===== config.mk =====
export PLATFORM = sky130hd
export DESIGN_NAME = sirq_host
export DESIGN_NICKNAME = d
export VERILOG_FILES = /design/src/rtl/sirq_host.sv
export SDC_FILE = /design/constraint.sdc
export NUM_CORES = 1
export LEC_CHECK = 0
export ABC_CLOCK_PERIOD_IN_PS = 1950
export BUFFER_PORTS_ARGS = -buffer_cell sky130_fd_sc_hd__buf_2
export CORE_UTILIZATION = 50
export CTS_CLUSTER_DIAMETER = 60
export DETAILED_ROUTE_END_ITERATION = 16
export PLACE_DENSITY = 0.75
export SLEW_MARGIN = 10
export SYNTH_ARGS = -nofsm -noshare
export SYNTH_HDL_FRONTEND = slang
export SYNTH_SLANG_ARGS = --single-unit

===== constraint.sdc =====
create_clock -name clk -period 1.95 [get_ports clk]
set_input_delay 0.585 -clock clk [delete_from_list [all_inputs] [get_ports clk]]
set_output_delay 0.585 -clock clk [all_outputs]
set_load 0.01 [all_outputs]

===== src/rtl/sirq_host.sv =====
`timescale 1ns/1ps
module sirq_host #(
  parameter int NSLOT     = 21,
  parameter int START_LEN = 4,
  parameter int QSTOP_LEN = 2,
  parameter int CSTOP_LEN = 3
) (
  input  logic             clk,
  input  logic             rst_n,
  input  logic             line_in,
  input  logic             quiet_mode,
  output logic             line_out,
  output logic             line_oe,
  output logic [NSLOT-1:0] irq_level
);
  localparam int IW = $clog2(NSLOT);
  localparam int CW = $clog2(START_LEN + CSTOP_LEN + 1);

  typedef enum logic [2:0] {IDLE, STRT, SREC, STA, SLOT, STOP, PREC, PTA} st_t;

  st_t              st;
  logic [CW-1:0]    cnt;
  logic [1:0]       ph;
  logic [IW-1:0]    idx;
  logic [NSLOT-1:0] shadow;
  logic             stop_q;
  logic [CW-1:0]    stop_last;

  assign stop_last = stop_q ? CW'(QSTOP_LEN - 1) : CW'(CSTOP_LEN - 1);
  assign line_oe   = (st == STRT) || (st == SREC) || (st == STOP) || (st == PREC);
  assign line_out  = (st == SREC) || (st == PREC);

  always_ff @(posedge clk) begin
    if (!rst_n) begin
      st        <= IDLE;
      cnt       <= '0;
      ph        <= '0;
      idx       <= '0;
      shadow    <= '0;
      stop_q    <= 1'b0;
      irq_level <= '0;
    end else begin
      case (st)
        IDLE:
          if (!quiet_mode) begin
            st  <= STRT;
            cnt <= '0;
          end else if (!line_in) begin
            st  <= STRT;
            cnt <= CW'(1);
          end
        STRT:
          if (cnt == CW'(START_LEN - 1)) st <= SREC;
          else cnt <= cnt + 1'b1;
        SREC: st <= STA;
        STA: begin
          st  <= SLOT;
          ph  <= '0;
          idx <= '0;
        end
        SLOT: begin
          if (ph == 2'd0) shadow[idx] <= ~line_in;
          if (ph == 2'd2) begin
            ph <= '0;
            if (idx == IW'(NSLOT - 1)) begin
              st        <= STOP;
              cnt       <= '0;
              stop_q    <= quiet_mode;
              irq_level <= shadow;
            end else begin
              idx <= idx + 1'b1;
            end
          end else begin
            ph <= ph + 1'b1;
          end
        end
        STOP:
          if (cnt == stop_last) st <= PREC;
          else cnt <= cnt + 1'b1;
        PREC: st <= PTA;
        PTA:
          if (stop_q) st <= IDLE;
          else begin
            st  <= STRT;
            cnt <= '0;
          end
        default: st <= IDLE;
      endcase
    end
  end
endmodule



# After elaboration in Yosys (flattened, before gate mapping)
# Index checks and enable logic that the tools add are counted.
totals:
  ff_bits: 56
classes:
  n_bitwise: 1
  add_sub_neg: 3
  reduce_logical: 14
  muxes: 24
  n_eq_ne: 20
  n_lt_le_gt_ge: 2
ops:
  columns: ["operator", "n"]
  rows:
  - ["$mux 3", 12]
  - ["$pmux 3 s8", 1]
  - ["$bwmux 21", 1]
  - ["$pmux 3 s5", 1]
  - ["$eq 3x3->1 const B", 4]
  - ["$ne 2x2->1 const B", 6]
  - ["$mux 5", 2]
  - ["$pmux 5 s2", 1]
  - ["$eq 3x2->1 const B", 3]
  - ["$reduce_and 7->1", 1]
  - ["$lt 5x6->1 const B", 1]
  - ["$reduce_and 3->1", 2]
  - ["$add 5x1->5 const B", 1]
  - ["$demux 1 s5", 1]
  - ["$eq 5x5->1 const B", 1]
  - ["$ge 5x1->1 const B", 1]
  - ["$reduce_and 5->1", 1]
  - ["$reduce_bool 5->1", 1]
  - ["$logic_or 1x1->1", 4]
  - ["$mux 2", 2]
  - ["$ne 2x1->1 const B", 2]
  - ["$pmux 2 s2", 1]
  - ["$add 3x1->3 const B", 1]
  - ["$eq 3x1->1 const B", 1]
  - ["11 further kinds", 12]

# Depth between registers and ports, before layout
# Gate-level depths: netlist of the first run.
depth:
  depth_word: 5
  mapped_depth: 8
  mapped_depth_nobuf: 7

# Worst setup path before layout of the first run
# No wires, ideal clock.
synth_path:
  path_type: "reg2out"
  startpoint: "reg st[1]"
  endpoint: "out line_oe"
  path_stages_with_launch: 4
  n_path_buf: 1
  arrival_ns: 1.089
  slack_ns: 0.276
  cell_sequence: "dfxtp_1 -> clkbuf_1 -> nor2b_1 -> nand2b_1"
synth_between:
  elab_chain_len: 4
synth_rtl:
  columns: ["item", "line_no", "rtl"]
  rows:
  - ["start: declaration", "21", "st_t st;"]
  - ["start signal: assignment", "35", "st <= IDLE;"]
  - ["start signal: assignment", "46", "st <= STRT;"]
  - ["start signal: assignment", "49", "st <= STRT;"]
  - ["$eq 3x1->1 or $eq 3x2->1 (tied branches)", "30", "assign line_oe = (st == STRT) || (st == SREC) || (st == STOP) || (st == PREC);"]
  - ["$logic_or 1x1->1 (2 in series)", "30", null]
  - ["$logic_or 1x1->1 (*)", "30", null]
  - ["end: declaration", "13", "output logic line_oe,"]
# Every way passes the cells marked *; elsewhere a longest branch is shown, timed or not.

# Final worst setup path of the first run
# Same ends and word-level chain as after synthesis.

==> results of run 1 <==
==> timing repair <==
item                                    4_1_cts  5_1_grt
gates resized for setup                       1        2
cloned                                        0        0
endpoints found under the setup margin        5        2
==> placed cells by master, fill, tap and decap left out, types with 2 or more instances in the layout <==
cell type	synthesis	routed
nand2_1	57	57
nand2b_1	5	5
nor3b_1	3	3
nor2_1	8	8
ha_1	6	6
mux2i_1	4	4
nand3b_1	3	3
buf_2	3	26
dfxtp_1	56	56
nand4_1	2	2
clkbuf_8	0	5
a31oi_1	21	21
buf_12	0	2
nand3_1	3	3
a311oi_2	1	2
a21oi_1	28	28
xor2_1	3	3
o21ai_0	3	3
buf_4	1	13
inv_1	6	6
and4_1	20	20
nor3_1	22	22
==> synth_stat cells, types with 2 or more instances <==
cell	instances	share of area, %
a21oi_1	28	5.5
a31oi_1	21	5.2
and4_1	20	6.9
buf_2	3	0.59
buf_6	6	2.7
clkbuf_1	17	2.5
dfxtp_1	56	44
ha_1	6	2.9
inv_1	6	0.88
mux2i_1	4	1.6
nand2_1	57	8.4
nand2b_1	5	1.2
nand3_1	3	0.59
nand3b_1	3	0.88
nand4_1	2	0.49
nor2_1	8	1.2
nor2b_1	2	0.49
nor3_1	22	4.3
nor3b_1	3	0.88
o21ai_0	3	0.59
xor2_1	3	1.0
==> logic make-up after synthesis <==
| kind of cell | after synthesis | synth area share [%] |
|---|---|---|
| xor+xnor | 3 | 1.03 |
| fa+ha+maj | 6 | 2.95 |
| simple gates | 135 | 28.7 |
| flops | 56 | 44.1 |
| buf+inv | 33 | 6.93 |
| compound gates | 59 | 14.2 |
| mux | 5 | 2.16 |
==> per-layer routing <==
layer	vias to the layer above	track usage, %
li1	1097	-
met1	967	26.5
met2	37	34.0
met3	5	4.12
met4	0	5.98
met5	-	0
==> layout make-up <==
type                       instances  area, um2  share of cell area (%)
inverter                           6       22.5                   0.792
tap                               67       83.8                    2.95
clock inverter                     3       21.3                   0.748
sequential                        56       1120                    39.4
multi-input combinational        208       1260                    44.2
timing repair buffer              41        268                    9.42
clock buffer                       5       68.8                    2.42
==> worst max-delay path, cell delays in order, from the launching register on <==
cell and delay (ps):
dfxtp_1 360, buf_4 170, nor2b_2 170, nand2b_1 110
buf_2 120
==> sequential cells by signal (all words and copies together), names as in the netlist <==
| name | count |
|---|---|
| irq_level | 21 |
| shadow | 21 |
| idx | 5 |
| cnt | 3 |
| st | 3 |
| ph | 2 |
| stop_q | 1 |
==> where the power goes <==
part	switching [mW]	internal (mW)	total, mW	leakage (nW)
logic	0.0497	0.0258	0.0756	0.569
clock network	0.391	0.256	0.647	0.0445
registers	0.00483	1.15	1.15	0.451
total	0.446	1.43	1.88	1.06
==> worst max path at each step <==
stage	startpoint	to	slack [ps]	cells after the start
global placement	idx[1]$_SDFFE_PN0P_	irq_level[13]$_SDFFE_PN0P_	90	6
finish	st[1]$_SDFFE_PN0P_	line_oe	110	4
global route	st[1]$_SDFFE_PN0P_	line_oe	30	4
CTS	st[1]$_SDFFE_PN0P_	line_oe	60	4
detailed placement	idx[1]$_SDFFE_PN0P_	irq_level[20]$_SDFFE_PN0P_	9	6
floorplan	st[1]$_SDFFE_PN0P_	line_oe	280	3
==> flow_summary.yaml, run 1 <==
status:
  status: "completed"
worst_setup_path:
  cp_data_required_time_ps: 1360
  regToRegSetupSlack_ps: 160
  r2r_end: "idx[3]$_SDFFE_PN0P_"
  worstSetupPathType: "register to output port"
  path_max_fanout: 12
  r2r_start: "idx[1]$_SDFFE_PN0P_"
  cp.arrival_ps: 1250
  cp-end-kind: "output port"
  cp-start-kind: "register"
  ff2ff_path_depth: 7
logic_synthesis:
  async_reset_ff_share_pct: 0
  yosysWarnings: 0
  synthDistinctLibCells: 40
  synth_flop_cell: "dfxtp_1"
  yosysSeqAreaShare_pct: 44.1
  syn-num-nets: 307
  syn_area_mm2: 0.00254
  synth_seq_cells: 56
  synth_cells: 297
  syn_area_per_cell_um2: 8.57
  synth_enable_flop_cells: 0
detailed_routing:
  via_per_inst: 5.46
  drt-initial-drc-count: 154
  vias: 2106
  highest_layer: "met4"
  drcViolationCount: 0
  firstDrtPassIters: 4
  wl_met2_um: 2270
  routed_wl_um: 4980
  wl_per_cell_um: 12.9
  drt-met1-wl_um: 2510
  met3_length_um: 157
  postRouteAntennaNets: 0
clock_tree:
  htreeDepth: 2
  cts_buffers: 5
  clk_pin_slew_ps: 100
  holdBufCountCts: 0
  clockBufferDepth: 2
  clockRootBuffer: "clkbuf_8"
  cts_tree: "built"
  worstSkewPairLatency_ps: 310
  post-cts-setup-buffer-count: 0
  clkSinkCount: 56
grt:
  grt_max_degree: 49
  grt_util_all_layers_pct: 20.3
  grt_first_pass_wirelength_um: 8560
  grt_antenna_before_repair: 0
  grt_remaining_overflow: 0
  grt_pass1_vias: 1890
cells_and_area:
  fin_util_pct: 59.0
  stdcell_area_mm2: 0.00284
  n_fill_cell: 443
  flow.area_growth_from_synthesis_pct: 11.7
  nets: 328
  diodes: 0
  instances_no_fill: 386
  layout-drive-gt1-share_pct: 19.4
sta:
  finalMaxSlewViolations: 0
  finalCriticalPeriod_ps: 1840
  tightestPinTransition_ps: 471
  tns_ps: 0
  rsz0062_at_grt: "false"
  fmax_ghz: 0.544
  fin_crit_sh_pct: 94.2
  setup_ws_ps: 113
  hold_slack_ps: 454
  finalSetupViolations: 0
  finClkSkew_ps: 11.0
  hold_violations: 0
  relSlewSlack_pct: 68.5
die:
  die_w_um: 73.3
  core_area_mm2: 0.00482
  placementRows: 25
  die-area_mm2: 0.00538
  die_y_um: 73.3
  num_io_pins: 27
  initial_core_util_pct: 52.8
place:
  dpl.cell_count: 378
  post-place-ws_ps: 8.91
  dp_hpwl_um: 3270
  io_buffer_count: 26
  place_area_mm2: 0.00274
  gp_congestion: 0.794
pwr:
  p_per_area_mw_per_mm2: 660
  peakVddDrop_mv: 0.283
  p_leak_nw: 1.06
  p_total_mw: 1.88
hold_path:
  whs_path_depth: 2
  hold_end: "irq_level[5]$_SDFFE_PN0P_"
  hp-start: "irq_level[5]$_SDFFE_PN0P_"
  min_path_type: "register to register"
flow_run:
  drv_cap: 0
(Power assumes the default switching activity.)
==> run 2, diff against run 1 <==
Settings changed: BUFFER_PORTS_ARGS -buffer_cell sky130_fd_sc_hd__buf_2 to not set, DONT_BUFFER_PORTS set to 1, PLACE_DENSITY 0.75 to 0.7.
==> run 2 against run 1 <==
Net effect:
- via count decreased by 4.0%
- final cell count decreased by 5.7%
- sequential share of layout area increased by 1.4 points
- setup slack improved by 63 ps
- worst hold slack got worse by 64 ps
- routed wire length increased by 3.2%
- power increased by 3.9%
==> flow_summary.yaml, run 2 (same netlist as run 1, synthesis figures left out) <==
status:
  status: "completed"
worst_setup_path:
  cp_slowest_stage_delay_ps: 360
  worstSetupPathType: "register to output port"
  cp-start-kind: "register"
  startpoint: "st[1]$_SDFFE_PN0P_"
  crit_family: "flip-flops"
  r2r_end: "cnt[1]$_SDFFE_PN0P_"
  cp.arrival_ps: 1190
  path_max_fanout: 12
  cp-end-kind: "output port"
  r2r_start: "idx[1]$_SDFFE_PN0P_"
  path_buf_inv: 1
  regToRegSetupSlack_ps: 190
  cp_cell_sequence: "buf_4, nor2b_1, nand2b_1"
  cp_data_required_time_ps: 1360
  ff2ff_path_depth: 7
  critPathCapture: "line_oe"
  critical_path_depth: 3
  slowest_stage: "dfxtp_1"
pwr:
  p_leak_nw: 0.955
  peakVddDrop_mv: 0.303
  p_total_mw: 1.95
  p_per_area_mw_per_mm2: 710
clock_tree:
  clockBufferDepth: 2
  cts_buffers: 5
  cts_tree: "built"
  clockRootBuffer: "clkbuf_8"
  clkSinkCount: 56
  clk_pin_slew_ps: 90
  post-cts-setup-buffer-count: 0
  htreeDepth: 2
  holdBufCountCts: 0
  cts-resized-gates: 1
  worstSkewPairLatency_ps: 310
detailed_routing:
  firstDrtPassIters: 4
  postRouteAntennaNets: 0
  drcViolationCount: 0
  vias: 2021
  drt-initial-drc-count: 125
  wl_per_cell_um: 14.1
  via_per_inst: 5.55
  routed_wl_um: 5140
sta:
  fin_crit_sh_pct: 91.0
  hold_slack_ps: 390
  finalMaxSlewViolations: 0
  relSlewSlack_pct: 70.7
  tightestPinTransition_ps: 440
  hold_violations: 0
  fmax_ghz: 0.564
  finalCriticalPeriod_ps: 1770
  finalSetupViolations: 0
  finClkSkew_ps: 6.35
  rsz0062_at_grt: "false"
grt:
  top_usage_layer: "met2"
  grt_remaining_overflow: 0
  grt_pass1_vias: 1736
  grt_max_degree: 49
  use_met3_pct: 4.53
  use_met1_pct: 28.6
  grt_first_pass_wirelength_um: 8380
  use_met2_pct: 30.7
  grt_antenna_before_repair: 0
  grt_util_all_layers_pct: 20.5
place:
  io_buffer_count: 0
  dp_hpwl_um: 3380
  gp_congestion: 0.833
cells_and_area:
  nets: 306
  layout_common_cells: "nand2_1 (57), dfxtp_1 (56), a21oi_1 (28)"
  top_regs: "irq_level: 21 flops, shadow: 21 flops, idx: 5 flops"
  flow.area_growth_from_synthesis_pct: 7.92
  layout-drive-gt1-share_pct: 13.1
  layout.cells.most_common: "nand2_1"
  diodes: 0
die:
  die_y_um: 73.3
  die_w_um: 73.3
  core_area_mm2: 0.00482
  initial_core_util_pct: 52.8
  num_io_pins: 27
  die-area_mm2: 0.00538
  placementRows: 25
flow_run:
  drv_cap: 0
hold_path:
  min_path_type: "input pin to register"
==> run 2: final cells by class <==
cell class	instances	area (um2)
Inverter	6	22.5
Fill cell	447	2070
Timing Repair Buffer	19	155
Clock buffer	6	72.6
Clock inverter	2	35.0
Tap cell	67	83.8
Multi-Input combinational cell	208	1260
Sequential cell	56	1120
==> run 2: how the worst min path moves through the flow <==
| stage | from | end | slack, ps | depth (start not counted) |
|---|---|---|---|---|
| finish | line_in | shadow[20]$_SDFFE_PN0P_ | 390 | 1 |
| global route | line_in | shadow[20]$_SDFFE_PN0P_ | 380 | 1 |
| CTS | line_in | shadow[20]$_SDFFE_PN0P_ | 380 | 1 |
| detailed placement | shadow[14]$_SDFFE_PN0P_ | irq_level[14]$_SDFFE_PN0P_ | 450 | 2 |
| global placement | shadow[15]$_SDFFE_PN0P_ | irq_level[15]$_SDFFE_PN0P_ | 440 | 2 |
| floorplan | shadow[0]$_SDFFE_PN0P_ | irq_level[0]$_SDFFE_PN0P_ | 430 | 2 |
==> run 2: power breakdown <==
part           total, mW  switching, mW  internal (mW)
sequential          1.15        0.00518           1.15
clock              0.734          0.352          0.381
combinational     0.0631         0.0405         0.0226
==> run 2: per-stage QoR <==
step / setup WS [ps] / instance area, um2 / std cells / utilization, % / TNS, ps
6_report: 176 / 2750 / 364 / 57.0 / 0
5_1_grt: 58.1 / 2750 / 364 / 57.0 / 0
4_1_cts: 146 / 2740 / 364 / 56.9 / 0
3_5_place_dp: -0.627 / 2630 / 356 / 54.6 / -0.627
3_3_place_gp: 94.6 / 2630 / 356 / 54.6 / 0
2_1_floorplan: 276 / 2540 / 297 / - / 0
==> run 2: routing by layer <==
metal / up-vias / share of wire [%]
li1: 1054 / -
met1: 935 / 50
met2: 26 / 44
met3: 6 / 4.1
met4: 0 / 1.7
met5: - / 0
